[config.mk]
export PLATFORM = sky130hd
export DESIGN_NAME = irda_phy
export DESIGN_NICKNAME = d
export VERILOG_FILES = /design/src/rtl/irda_pkg.sv /design/src/rtl/irda_sync.sv /design/src/rtl/irda_pulse_enc.sv /design/src/rtl/irda_pulse_dec.sv /design/src/rtl/irda_phy.sv
export SDC_FILE = /design/constraint.sdc
export NUM_CORES = 1
export LEC_CHECK = 0
export BUFFER_PORTS_ARGS = -buffer_cell sky130_fd_sc_hd__buf_4
export CAP_MARGIN = 20
export CORE_MARGIN = 5
export CORE_UTILIZATION = 29
export CTS_CLUSTER_SIZE = 28
export DETAILED_ROUTE_END_ITERATION = 6
export GPL_TIMING_DRIVEN = 0
export SLEW_MARGIN = 20
export SYNTH_ARGS = -nofsm -noshare
export SYNTH_HDL_FRONTEND = slang
export SYNTH_HIERARCHICAL = 1
export SYNTH_SLANG_ARGS = --single-unit
[constraint.sdc]
create_clock -name clk -period 1.4 [get_ports clk]
set_input_delay 0.21 -clock clk [delete_from_list [all_inputs] [get_ports clk]]
set_output_delay 0.21 -clock clk [all_outputs]
set_load 0.005 [all_outputs]
[src/rtl/irda_pkg.sv]
package irda_pkg;

    localparam int unsigned OVERSAMPLE  = 16;
    localparam int unsigned PULSE_START = 7;
    localparam int unsigned PULSE_WIDTH = 3;
    localparam int unsigned SYNC_STAGES = 2;

    typedef enum logic {
        LINE_NRZ = 1'b0,
        LINE_IR  = 1'b1
    } line_mode_e;

    // True when a cell phase lies inside the pulse window.
    function automatic logic in_window(input int phase, input int first, input int width);
        return (phase >= first) && (phase < first + width);
    endfunction

endpackage

[src/rtl/irda_sync.sv]
module irda_sync #(
    parameter int unsigned STAGES = irda_pkg::SYNC_STAGES
) (
    input  logic clk,
    input  logic rst,
    input  logic d,
    output logic q
);
    generate
        if (STAGES <= 1) begin : g_single
            logic s_q;
            always_ff @(posedge clk) begin
                if (rst) s_q <= 1'b0;
                else     s_q <= d;
            end
            assign q = s_q;
        end else begin : g_chain
            logic [STAGES-1:0] s_q;
            always_ff @(posedge clk) begin
                if (rst) s_q <= '0;
                else     s_q <= {s_q[STAGES-2:0], d};
            end
            assign q = s_q[STAGES-1];
        end
    endgenerate
endmodule

[src/rtl/irda_pulse_enc.sv]
module irda_pulse_enc #(
    parameter int unsigned OVS   = irda_pkg::OVERSAMPLE,
    parameter int unsigned START = irda_pkg::PULSE_START,
    parameter int unsigned WIDTH = irda_pkg::PULSE_WIDTH
) (
    input  logic clk,
    input  logic rst,
    input  logic tick,
    input  logic nrz_in,
    output logic pulse_out
);
    localparam int PW = $clog2(OVS);

    typedef struct packed {
        logic          lvl;
        logic [PW-1:0] phase;
        logic          pulse;
    } cell_t;

    cell_t cur_q, nxt;

    always_comb begin
        nxt = cur_q;
        if (tick) begin
            if (nrz_in != cur_q.lvl) begin
                nxt.lvl   = nrz_in;
                nxt.phase = '0;
            end else if (cur_q.phase == PW'(OVS - 1)) begin
                nxt.phase = '0;
            end else begin
                nxt.phase = cur_q.phase + 1'b1;
            end
            nxt.pulse = !nxt.lvl && irda_pkg::in_window(int'(nxt.phase), int'(START), int'(WIDTH));
        end
    end

    always_ff @(posedge clk) begin
        if (rst) begin
            cur_q.lvl   <= 1'b1;
            cur_q.phase <= '0;
            cur_q.pulse <= 1'b0;
        end else begin
            cur_q <= nxt;
        end
    end

    assign pulse_out = cur_q.pulse;

    // Run-length counter used only by the width check.
    logic [PW:0] run_q;
    always_ff @(posedge clk) begin
        if (rst)       run_q <= '0;
        else if (tick) run_q <= nxt.pulse ? run_q + 1'b1 : '0;
    end


    enc_no_pulse_on_one_chk: assert property (@(posedge clk) disable iff (rst)
        cur_q.pulse |-> !cur_q.lvl);


    enc_pulse_start_phase_chk: assert property (@(posedge clk) disable iff (rst)
        $rose(cur_q.pulse) |-> (cur_q.phase == PW'(START)));


    enc_pulse_width_chk: assert property (@(posedge clk) disable iff (rst)
        int'(run_q) <= int'(WIDTH));


    enc_tick_gated_chk: assert property (@(posedge clk) disable iff (rst)
        !$past(tick) |-> $stable(pulse_out));

endmodule

[src/rtl/irda_pulse_dec.sv]
module irda_pulse_dec #(
    parameter int unsigned OVS    = irda_pkg::OVERSAMPLE,
    parameter int unsigned STAGES = irda_pkg::SYNC_STAGES
) (
    input  logic clk,
    input  logic rst,
    input  logic tick,
    input  logic ir_in,
    output logic nrz_out
);
    localparam int HW = $clog2(OVS + 1);

    logic          sync_w;
    logic          seen_q;
    logic [HW-1:0] hold_q;
    logic          edge_w;

    irda_sync #(.STAGES(STAGES)) u_sync (
        .clk (clk),
        .rst (rst),
        .d   (ir_in),
        .q   (sync_w)
    );

    assign edge_w = sync_w && !seen_q;

    always_ff @(posedge clk) begin
        if (rst) begin
            seen_q <= 1'b0;
            hold_q <= '0;
        end else begin
            seen_q <= sync_w;
            if (edge_w)
                hold_q <= HW'(OVS);
            else if (tick && hold_q != '0)
                hold_q <= hold_q - 1'b1;
        end
    end

    assign nrz_out = (hold_q == '0);


    dec_hold_reload_chk: assert property (@(posedge clk) disable iff (rst)
        (sync_w && !seen_q) |=> (hold_q == HW'(OVS)));


    dec_idle_stays_chk: assert property (@(posedge clk) disable iff (rst)
        (hold_q == '0 && !sync_w) |=> nrz_out);

endmodule

[src/rtl/irda_phy.sv]
module irda_phy #(
    parameter int unsigned OVS    = irda_pkg::OVERSAMPLE,
    parameter int unsigned START  = irda_pkg::PULSE_START,
    parameter int unsigned WIDTH  = irda_pkg::PULSE_WIDTH,
    parameter int unsigned STAGES = irda_pkg::SYNC_STAGES
) (
    input  logic clk,
    input  logic rst,
    input  logic tick16,
    input  logic ir_mode,
    input  logic tx_nrz,
    input  logic ir_rx_raw,
    output logic ir_tx_out,
    output logic rx_nrz
);
    import irda_pkg::*;

    logic       enc_pulse;
    logic       dec_bit;
    line_mode_e mode;

    assign mode = line_mode_e'(ir_mode);

    irda_pulse_enc #(.OVS(OVS), .START(START), .WIDTH(WIDTH)) u_enc (
        .clk       (clk),
        .rst       (rst),
        .tick      (tick16),
        .nrz_in    (tx_nrz),
        .pulse_out (enc_pulse)
    );

    irda_pulse_dec #(.OVS(OVS), .STAGES(STAGES)) u_dec (
        .clk     (clk),
        .rst     (rst),
        .tick    (tick16),
        .ir_in   (ir_rx_raw),
        .nrz_out (dec_bit)
    );

    always_comb begin
        if (mode == LINE_IR) begin
            ir_tx_out = enc_pulse;
            rx_nrz    = dec_bit;
        end else begin
            ir_tx_out = tx_nrz;
            rx_nrz    = ir_rx_raw;
        end
    end

endmodule

==> reports/qor.yml, run 1 <==
status:
  status: "finished, violations left"
  violations: "negative setup slack"
drt:
  viasPerCell: 5.10
  drt_wl_total_um: 1540
  drt-initial-drc-count: 26
  final_antenna_net_count: 0
  first_pass_iters: 2
  route.detailed.drc: 0
  wl_per_cell_um: 12.4
  vias: 632
grt:
  grt_pass1_wl_um: 2500
  grt_pass1_vias: 602
  grt_antenna_before_repair: 0
  grtUsageTotal: 0.0938
  overflow: 0
  grt_max_degree: 13
power:
  peakVddDrop_uv: 772
  power_frac_clock: 0.161
  comb_power_share: 0.486
  power_leakage_nw: 0.376
  p_sw_w: 0.000421
  p_total_w: 0.00138
  seqPwrFrac: 0.353
  internal_power_w: 0.000960
  power_density_nw_per_um2: 1430
  switching_share: 0.305
logic_synthesis:
  synth_cell_types: 28
  synthTopCellsByArea: "dfxtp_1 40%, ha_1 7.2%, a21oi_1 5.8%"
  yosysSeqAreaShare: 0.404
  yosysTopAreaCell: "dfxtp_1"
  syn_area_um2: 693
  yosys.area_share.simple: 0.247
  synth_compound_area_frac: 0.200
  synthCells: 77
  synth_xor_area_frac: 0
  synth-seq-cells: 14
  synthMuxAreaShare: 0.0325
  yosysTopAreaCellShare: 0.404
  yosys_warnings: 6
  synth_top_family_by_area: "simple AND/OR/NAND/NOR gates"
  synth.avg_cell_area_um2: 9.00
  synthAdderAreaFrac: 0.0722
  syn-num-nets: 87
cells_and_area:
  diodes: 0
  stdcell_area_um2: 963
  area_delta_synth_final_pct: 39.0
  final_nets: 108
  fin_cells: 124
  layout-drive-gt1-share: 0.427
placement:
  post-dp-hpwl_um: 974
  place_ws_ps: -128
  place_congestion: 0.802
  port_buffers: 7
  placedCellCount: 112
  placed_area_um2: 803
setup_path:
  required_ps: 1190
  r2r_cells: 7
  reg2reg_slack_ps: -240
  endpoint: "rx_nrz"
  r2r-start: "u_dec/hold_q[0]"
  crit_arrival_ps: 1550
  crit_path_start_kind: "register"
  crit_start: "u_dec/hold_q[0]"
  reg2reg_to: "u_dec/hold_q[0]"
  critPathCaptureType: "output pin"
  critPathKind: "register to output pin"
  path_max_fanout: 2
sta:
  hold_violations: 0
  slew_viol_final: 0
  finalSetupTns_ps: -1150
  fin_crit_ps: 1760
  rsz0062_at_grt: "yes"
  skew_ps: 2.63
  relSlewSlack: 0.817
  fin_crit_sh: 1.26
  max_freq_mhz: 568
  worst_pin_slew_ps: 272
  setup_ws_ps: -360
  setup_viol: 5
floorplanning:
  rows: 17
  die_area_um2: 3470
  fp.dieW_um: 58.9
  core_um2: 2250
  io_pins: 8
  start_util: 0.307
  dieHeight_um: 58.9
clock_network:
  cts_tree: "done"
  numClockSinks: 14
  clock_latency_ps: 280
  cts_htree_levels: 1
  clk_pin_slew_ps: 80
  cts_buffer_depth: 2
  cts_buffers: 3
  cts_root_buffer: "clkbuf_4"
job:
  maxCapViolCount: 0
hold_path:
  hp-class: "primary input to register"
## worst min path at each step
stage          cells after the start                         from  slack, ps                          end
2_1_floorplan                      1                          rst        270               u_enc/cur_q[1]
3_3_place_gp                       1  u_dec/u_sync/g_chain.s_q[0]        420  u_dec/u_sync/g_chain.s_q[1]
3_5_place_dp                       1  u_dec/u_sync/g_chain.s_q[0]        430  u_dec/u_sync/g_chain.s_q[1]
4_1_cts                            2                          rst        160               u_enc/cur_q[2]
5_1_grt                            2                          rst        160               u_enc/cur_q[2]
6_report                           2                    ir_rx_raw        170  u_dec/u_sync/g_chain.s_q[0]
## per-layer routing
metal	part of all wire	routed length [um]	GRT usage
met5	0	0	0
met1	0.44	676	0.107
met3	0.064	99	0.0461
met4	0.0065	10	0.0388
met2	0.49	755	0.148
## what timing repair did
| action | in CTS | in global routing |
|---|---|---|
| pin swaps | 6 | 2 |
| hold buffers | 0 | 0 |
| gates resized for setup | 11 | 5 |
| endpoints found under the setup margin | 6 | 6 |
| endpoints found under the hold margin | 0 | 0 |
| buffers inserted | 5 | 4 |
## per-stage QoR
stage	hold WS, ps	utilization
6_report	167	0.427
5_1_grt	164	0.427
4_1_cts	163	0.405
3_5_place_dp	426	0.356
3_3_place_gp	421	0.356
2_1_floorplan	275	-
## final cells by class
class / instances / area, um^2
clock buffers: 3 / 22.5
fillers: 241 / 1290
inverters: 8 / 35.0
multi-input cells: 55 / 452
flip-flops and latches: 14 / 288
well taps: 28 / 35.0
repair buffers: 16 / 131
## state kept, by name, indices dropped and copies added (netlist names)
name / flops
u_dec/u_sync/g_chain.s_q: 2
u_dec/seen_q: 1
u_enc/cur_q: 5
u_dec/hold_q: 5
u_enc/pulse_out: 1
## layout by cell type, fill, tap and decap left out, drive strengths merged, types with 2 or more instances in the layout
| master | n |
|---|---|
| nand2b | 3 |
| o31ai | 2 |
| clkbuf | 3 |
| nor2b | 5 |
| buf | 16 |
| or3 | 3 |
| mux2 | 2 |
| inv | 7 |
| o21ai | 5 |
| ha | 4 |
| dfxtp | 14 |
| nand3 | 3 |
| a21oi | 9 |
| or4b | 3 |
| nand2 | 4 |
## cell usage after synthesis
cell,number
clkinv_1,1
nor2_1,1
and2_1,1
inv_1,7
o21ai_0,5
or4b_1,2
a21oi_2,1
or4_1,1
o31ai_1,2
o211ai_1,1
o41ai_1,1
a22oi_1,1
nor3_1,1
a21oi_1,8
or4b_4,1
a311oi_1,1
nor2b_1,5
a21o_2,1
and3_2,1
nand4b_1,1
nand2b_1,3
or3_1,3
dfxtp_1,14
o32ai_1,1
ha_1,4
nand3_1,3
nand2_1,4
mux2_2,2
## cells by family (layout without fill, tap and decap cells)
kind of cell             count (synthesis)  after routing
AND/OR/NAND/NOR                         27             27
adder cells (fa/ha/maj)                  4              4
buffers and inverters                    8             27
AO/OA/AOI/OAI                           22             22
multiplexers                             2              2
flip-flops                              14             14
## power by group through the flow
stage	clock, W	sequential [W]	combinational (W)
after floorplan	0	0.000482	0.000280
after global placement	0	0.000490	0.000360
after detailed placement	0	0.000490	0.000374
after CTS	0.000238	0.000484	0.000501
after global routing	0.000258	0.000498	0.000726
final	0.000222	0.000488	0.000671
## critical path: stages (launching register included)
cell,delay (ps)
dfxtp_2,330
inv_2,70
ha_4,120
or4b_4,480
clkinv_4,60
mux2_4,130
buf_6,80
Power figures use the tool's default switching activity.
==> run 2, diff against run 1 <==
- SETUP_SLACK_MARGIN: unset -> 0.15
==> run 2 against run 1 <==
The flow still finishes with violations (negative setup slack); wire length increased by 9.1%; clock power rose by 32%; critical path depth did not move; sequential power increased by 1%; non-clock buffer count is 1 lower; hold slack improved by 2.2 ps; utilization rose by 1.8 points; total power is 4.8% higher; die area stayed put; design area up 4.3%; worst setup slack worse by 35 ps; flip-flop and latch count did not move; critical path type unchanged; largest power group unchanged.
==> reports/qor.yml, run 2 (synthesis gave the netlist of run 1 again) <==
status:
  status: "finished, violations left"
  violations: "negative setup slack"
floorplanning:
  rows: 17
  die_area_um2: 3470
  fp.dieW_um: 58.9
  core_um2: 2250
  dieHeight_um: 58.9
  start_util: 0.307
  io_pins: 8
setup_path:
  worst-path-stages: 6
  critPathCaptureType: "output pin"
  crit_path_start_kind: "register"
  required_ps: 1190
  critPathKind: "register to output pin"
  worst_path_max_delay_cell: "or4b_4"
  slowest_delay_ps: 490
  crit_buf_inv: 3
  cpLargestDelayFamily: "simple AND/OR/NAND/NOR gates"
  crit_arrival_ps: 1580
  r2r_cells: 8
  crit_chain: "inv_2 > ha_4 > or4b_4 > clkinv_4 > mux2_4 > buf_6"
  path_max_fanout: 3
clock_network:
  cts_htree_levels: 1
  cts_buffers: 3
  numClockSinks: 14
  cts_buffer_depth: 2
  cts_tree: "done"
  clk_pin_slew_ps: 90
  clock_latency_ps: 280
  cts_root_buffer: "clkbuf_4"
  postCtsHoldBufs: 0
cells_and_area:
  area_delta_synth_final_pct: 44.9
  layout_common_cells: "12 x buf_4, 9 x dfxtp_1, 5 x a21oi_1, 5 x nor2b_1"
  multi_input_area_um2: 483
  final_nets: 107
  nFillCells: 239
  fin_cells: 124
  diodes: 0
  layout-drive-gt1-share: 0.500
  layout_commonest_cell: "buf_4"
  seq_area_um2: 292
  largestRegisters: "u_dec/hold_q (5), u_enc/cur_q (5), u_dec/u_sync/g_chain.s_q (2)"
grt:
  grt_pass1_vias: 609
  grt_antenna_before_repair: 0
  grt_max_degree: 13
  grt_pass1_wl_um: 2610
  grtUsageTotal: 0.0990
  overflow: 0
sta:
  worst_pin_slew_ps: 275
  setup_ws_ps: -394
  fin_crit_ps: 1790
  fin_crit_sh: 1.28
  rsz0062_at_grt: "yes"
  slew_viol_final: 0
  setup_viol: 6
  relSlewSlack: 0.815
  max_freq_mhz: 557
  hold_violations: 0
  skew_ps: 0.688
drt:
  route.detailed.drc: 0
  vias: 645
  wl_per_cell_um: 13.6
  first_pass_iters: 4
  viasPerCell: 5.20
  drt_wl_total_um: 1680
  final_antenna_net_count: 0
  drt-initial-drc-count: 15
power:
  power_density_nw_per_um2: 1440
  power_leakage_nw: 0.386
  p_total_w: 0.00145
  peakVddDrop_uv: 899
placement:
  place_congestion: 0.777
  placedCellCount: 112
  port_buffers: 7
  post-dp-hpwl_um: 1040
job:
  maxCapViolCount: 0
hold_path:
  hp-class: "primary input to register"
  holdPathStages: 2
[run 2: cell type report]
| class | instances | area share |
|---|---|---|
| multi-input cells | 55 | 0.481 |
| flip-flops and latches | 14 | 0.290 |
| inverters | 8 | 0.0349 |
| clock buffers | 4 | 0.0361 |
| well taps | 28 | 0.0349 |
| repair buffers | 15 | 0.123 |
[run 2: repair_timing]
action	4_1_cts	5_1_grt
buffers inserted	6	2
pin swaps	5	4
gates cloned	0	0
endpoints found under the setup margin	8	9
resized for setup	9	13
[run 2: per-layer routing]
layer	GRT usage	vias up	wire [um]
met5	0	-	0
met4	0.0485	0	23
met3	0.0461	3	112
met2	0.161	14	915
met1	0.108	309	629
li1	-	319	-
[run 2: path summary, 6_finish.rpt]
check	startpoint	endpoint	slack (ps)
worst max-delay path	u_dec/hold_q[1]	rx_nrz	-390
worst min-delay path	rst	u_enc/cur_q[3]	170
worst max register to register	u_dec/hold_q[1]	u_dec/hold_q[0]	-360
worst min register to register	u_dec/u_sync/g_chain.s_q[0]	u_dec/u_sync/g_chain.s_q[1]	460
[run 2: through the flow]
stage                     area, um^2  setup WS, ps  utilization  hold WS, ps  TNS [ps]
after floorplan                  738          21.1            -          272         0
after global placement           826          -108        0.366          420      -184
after detailed placement         826          -122        0.366          444      -200
after CTS                        941          -389        0.417          162     -1150
after global routing            1000          -437        0.446          158     -1500
final                           1000          -394        0.446          169     -1230
[run 2: where the power goes]
group	switching (W)	internal [W]
Combinational	0.000270	0.000390
Clock	0.000135	0.000158
Sequential	0.0000456	0.000448
[run 2: worst register-to-register path, stage by stage, from the launching register on]
cell     delay, ps
dfxtp_2        340
inv_2           60
ha_4           130
or4b_4         490
buf_4          160
buf_6          100
buf_6          110
a21o_2         200
a21oi_2        100
==> run 3, diff against run 2 <==
- CORE_ASPECT_RATIO: unset -> 0.75
- clock period: 1.4 -> 2.11 ns (I/O delays scaled with it)
==> run 3 against run 2 <==
The run now ends clean; clock-buffer cell count is the same; global-route usage shrank 1.1 points; register-to-register slack gained 780 ps; flip-flop and latch count is the same; non-clock buffer count shrank 4; critical path depth is the same; via count shrank 5.4%; critical endpoint unchanged; largest power group is now sequential cells.
==> reports/qor.yml, run 3 (synthesis gave the netlist of run 1 again) <==
setup_path:
  cpLargestDelayFamily: "simple AND/OR/NAND/NOR gates"
  crit_chain: "inv_2 > ha_4 > or4b_4 > inv_4 > mux2_2 > buf_4"
  critPathKind: "register to output pin"
  slowest_delay_ps: 480
  crit_path_start_kind: "register"
  path_max_fanout: 4
  crit_arrival_ps: 1590
  crit_buf_inv: 3
  worst_path_max_delay_cell: "or4b_4"
  critPathCaptureType: "output pin"
  required_ps: 1790
grt:
  grt_pass1_wl_um: 2310
  grt_pass1_vias: 528
  overflow: 0
  grt_max_degree: 13
  grtUsageTotal: 0.0876
  grt_antenna_before_repair: 0
floorplanning:
  rows: 15
  start_util: 0.303
  io_pins: 8
  core_um2: 2290
  dieHeight_um: 52.3
  fp.dieW_um: 66.5
  die_area_um2: 3480
power:
  switching_share: 0.299
  p_sw_w: 0.000247
  power_density_nw_per_um2: 945
  internal_power_w: 0.000578
  peakVddDrop_uv: 409
  power_leakage_nw: 0.342
  power_frac_clock: 0.230
  seqPwrFrac: 0.391
  comb_power_share: 0.379
hold_path:
  hp-class: "primary input to register"
drt:
  wl_per_cell_um: 11.1
  drt-initial-drc-count: 30
  route.detailed.drc: 0
  vias: 610
  first_pass_iters: 4
  final_antenna_net_count: 0
  viasPerCell: 4.84
  drt_wl_total_um: 1400
clock_network:
  postCtsHoldBufs: 0
  numClockSinks: 14
  clk_pin_slew_ps: 80
  clock_latency_ps: 270
  cts_htree_levels: 1
  cts_root_buffer: "clkbuf_4"
  cts_tree: "done"
  cts_buffers: 3
  cts_buffer_depth: 2
cells_and_area:
  diodes: 0
  layout_commonest_cell: "dfxtp_1"
  nFillCells: 252
  final_nets: 103
  largestRegisters: "u_dec/hold_q (5), u_enc/cur_q (5), u_dec/u_sync/g_chain.s_q (2)"
  multi_input_area_um2: 395
  layout_common_cells: "12 x dfxtp_1, 11 x buf_4, 8 x a21oi_1"
  fin_util: 0.381
  layout-drive-gt1-share: 0.293
  seq_area_um2: 283
  area_delta_synth_final_pct: 25.8
sta:
  fin_crit_sh: 0.902
  skew_ps: 0.164
  hold_violations: 0
  relSlewSlack: 0.762
  worst_pin_slew_ps: 352
  finalSetupTns_ps: 0
  max_freq_mhz: 525
  slew_viol_final: 0
  fin_crit_ps: 1900
  rsz0062_at_grt: "no"
  hold-worst-slack_ps: 265
  setup_viol: 0
placement:
  port_buffers: 7
  place_congestion: 0.765
  post-dp-hpwl_um: 1050
status:
  status: "finished clean"
job:
  maxCapViolCount: 0
==> run 3: changes by cell type in the layout (fill, tap and decap cells not counted), moves of 2 or more <==
cell,before,now
a21oi_1,5,8
a21oi_2,4,1
buf_6,3,0
dfxtp_1,9,12
o21ai_0,2,5
o21ai_1,3,0
dfxtp_4,2,0
ha_1,1,3
ha_4,3,1
or3_1,1,3
or3_4,2,0
==> run 3: layout make-up <==
| type | instances | share of cell area |
|---|---|---|
| Clock buffer | 4 | 0.0416 |
| Inverter | 8 | 0.0373 |
| Multi-Input combinational cell | 55 | 0.453 |
| Sequential cell | 14 | 0.324 |
| Tap cell | 34 | 0.0488 |
| Timing Repair Buffer | 11 | 0.0947 |
==> run 3: metal layers <==
| layer | vias up | share of wire | GRT usage |
|---|---|---|---|
| met5 | - | 0 | 0 |
| met4 | 0 | 0.0057 | 0.0203 |
| met3 | 2 | 0.043 | 0.0386 |
| met2 | 8 | 0.49 | 0.138 |
| met1 | 289 | 0.46 | 0.109 |
| li1 | 311 | - | - |
==> run 3: timing repair <==
action                                  4_1_cts  5_1_grt
endpoints found under the setup margin        1        1
buffers inserted                              1        3
pin swaps                                     0        1
gates resized for setup                       3        5
==> run 3: metrics by stage <==
step                setup slack [ps]  instance area (um^2)  cells  power, W
global placement                 428                   788    118  0.000526
CTS                              169                   836    123  0.000758
finish                           206                   872    126  0.000825
global route                     143                   872    126  0.000883
detailed placement               421                   788    118  0.000535
floorplan                        584                   693     77  0.000472
==> run 3: worst register-to-register path: cells and delay by family, from the launching register on <==
family / cells / cell delay (ps)
AND/OR/NAND/NOR: 3 / 790
buffers and inverters: 3 / 350
flip-flops: 1 / 340
adder cells (fa/ha/maj): 1 / 130
==> run 3: worst paths after layout <==
kind,end,slack (ps),startpoint,cells past startpoint
max reg2reg,u_dec/hold_q[1],420,u_dec/hold_q[1],7
max,rx_nrz,210,u_dec/hold_q[1],6
min,u_dec/u_sync/g_chain.s_q[0],270,ir_rx_raw,2
min reg2reg,u_dec/u_sync/g_chain.s_q[1],450,u_dec/u_sync/g_chain.s_q[0],1
==> run 3: power groups by stage <==
stage | Clock (W) | Combinational [W] | Sequential [W]
floorplan | 0 | 0.000155 | 0.000318
global placement | 0 | 0.000204 | 0.000323
detailed placement | 0 | 0.000212 | 0.000323
CTS | 0.000197 | 0.000243 | 0.000318
global route | 0.000215 | 0.000342 | 0.000327
finish | 0.000189 | 0.000313 | 0.000323
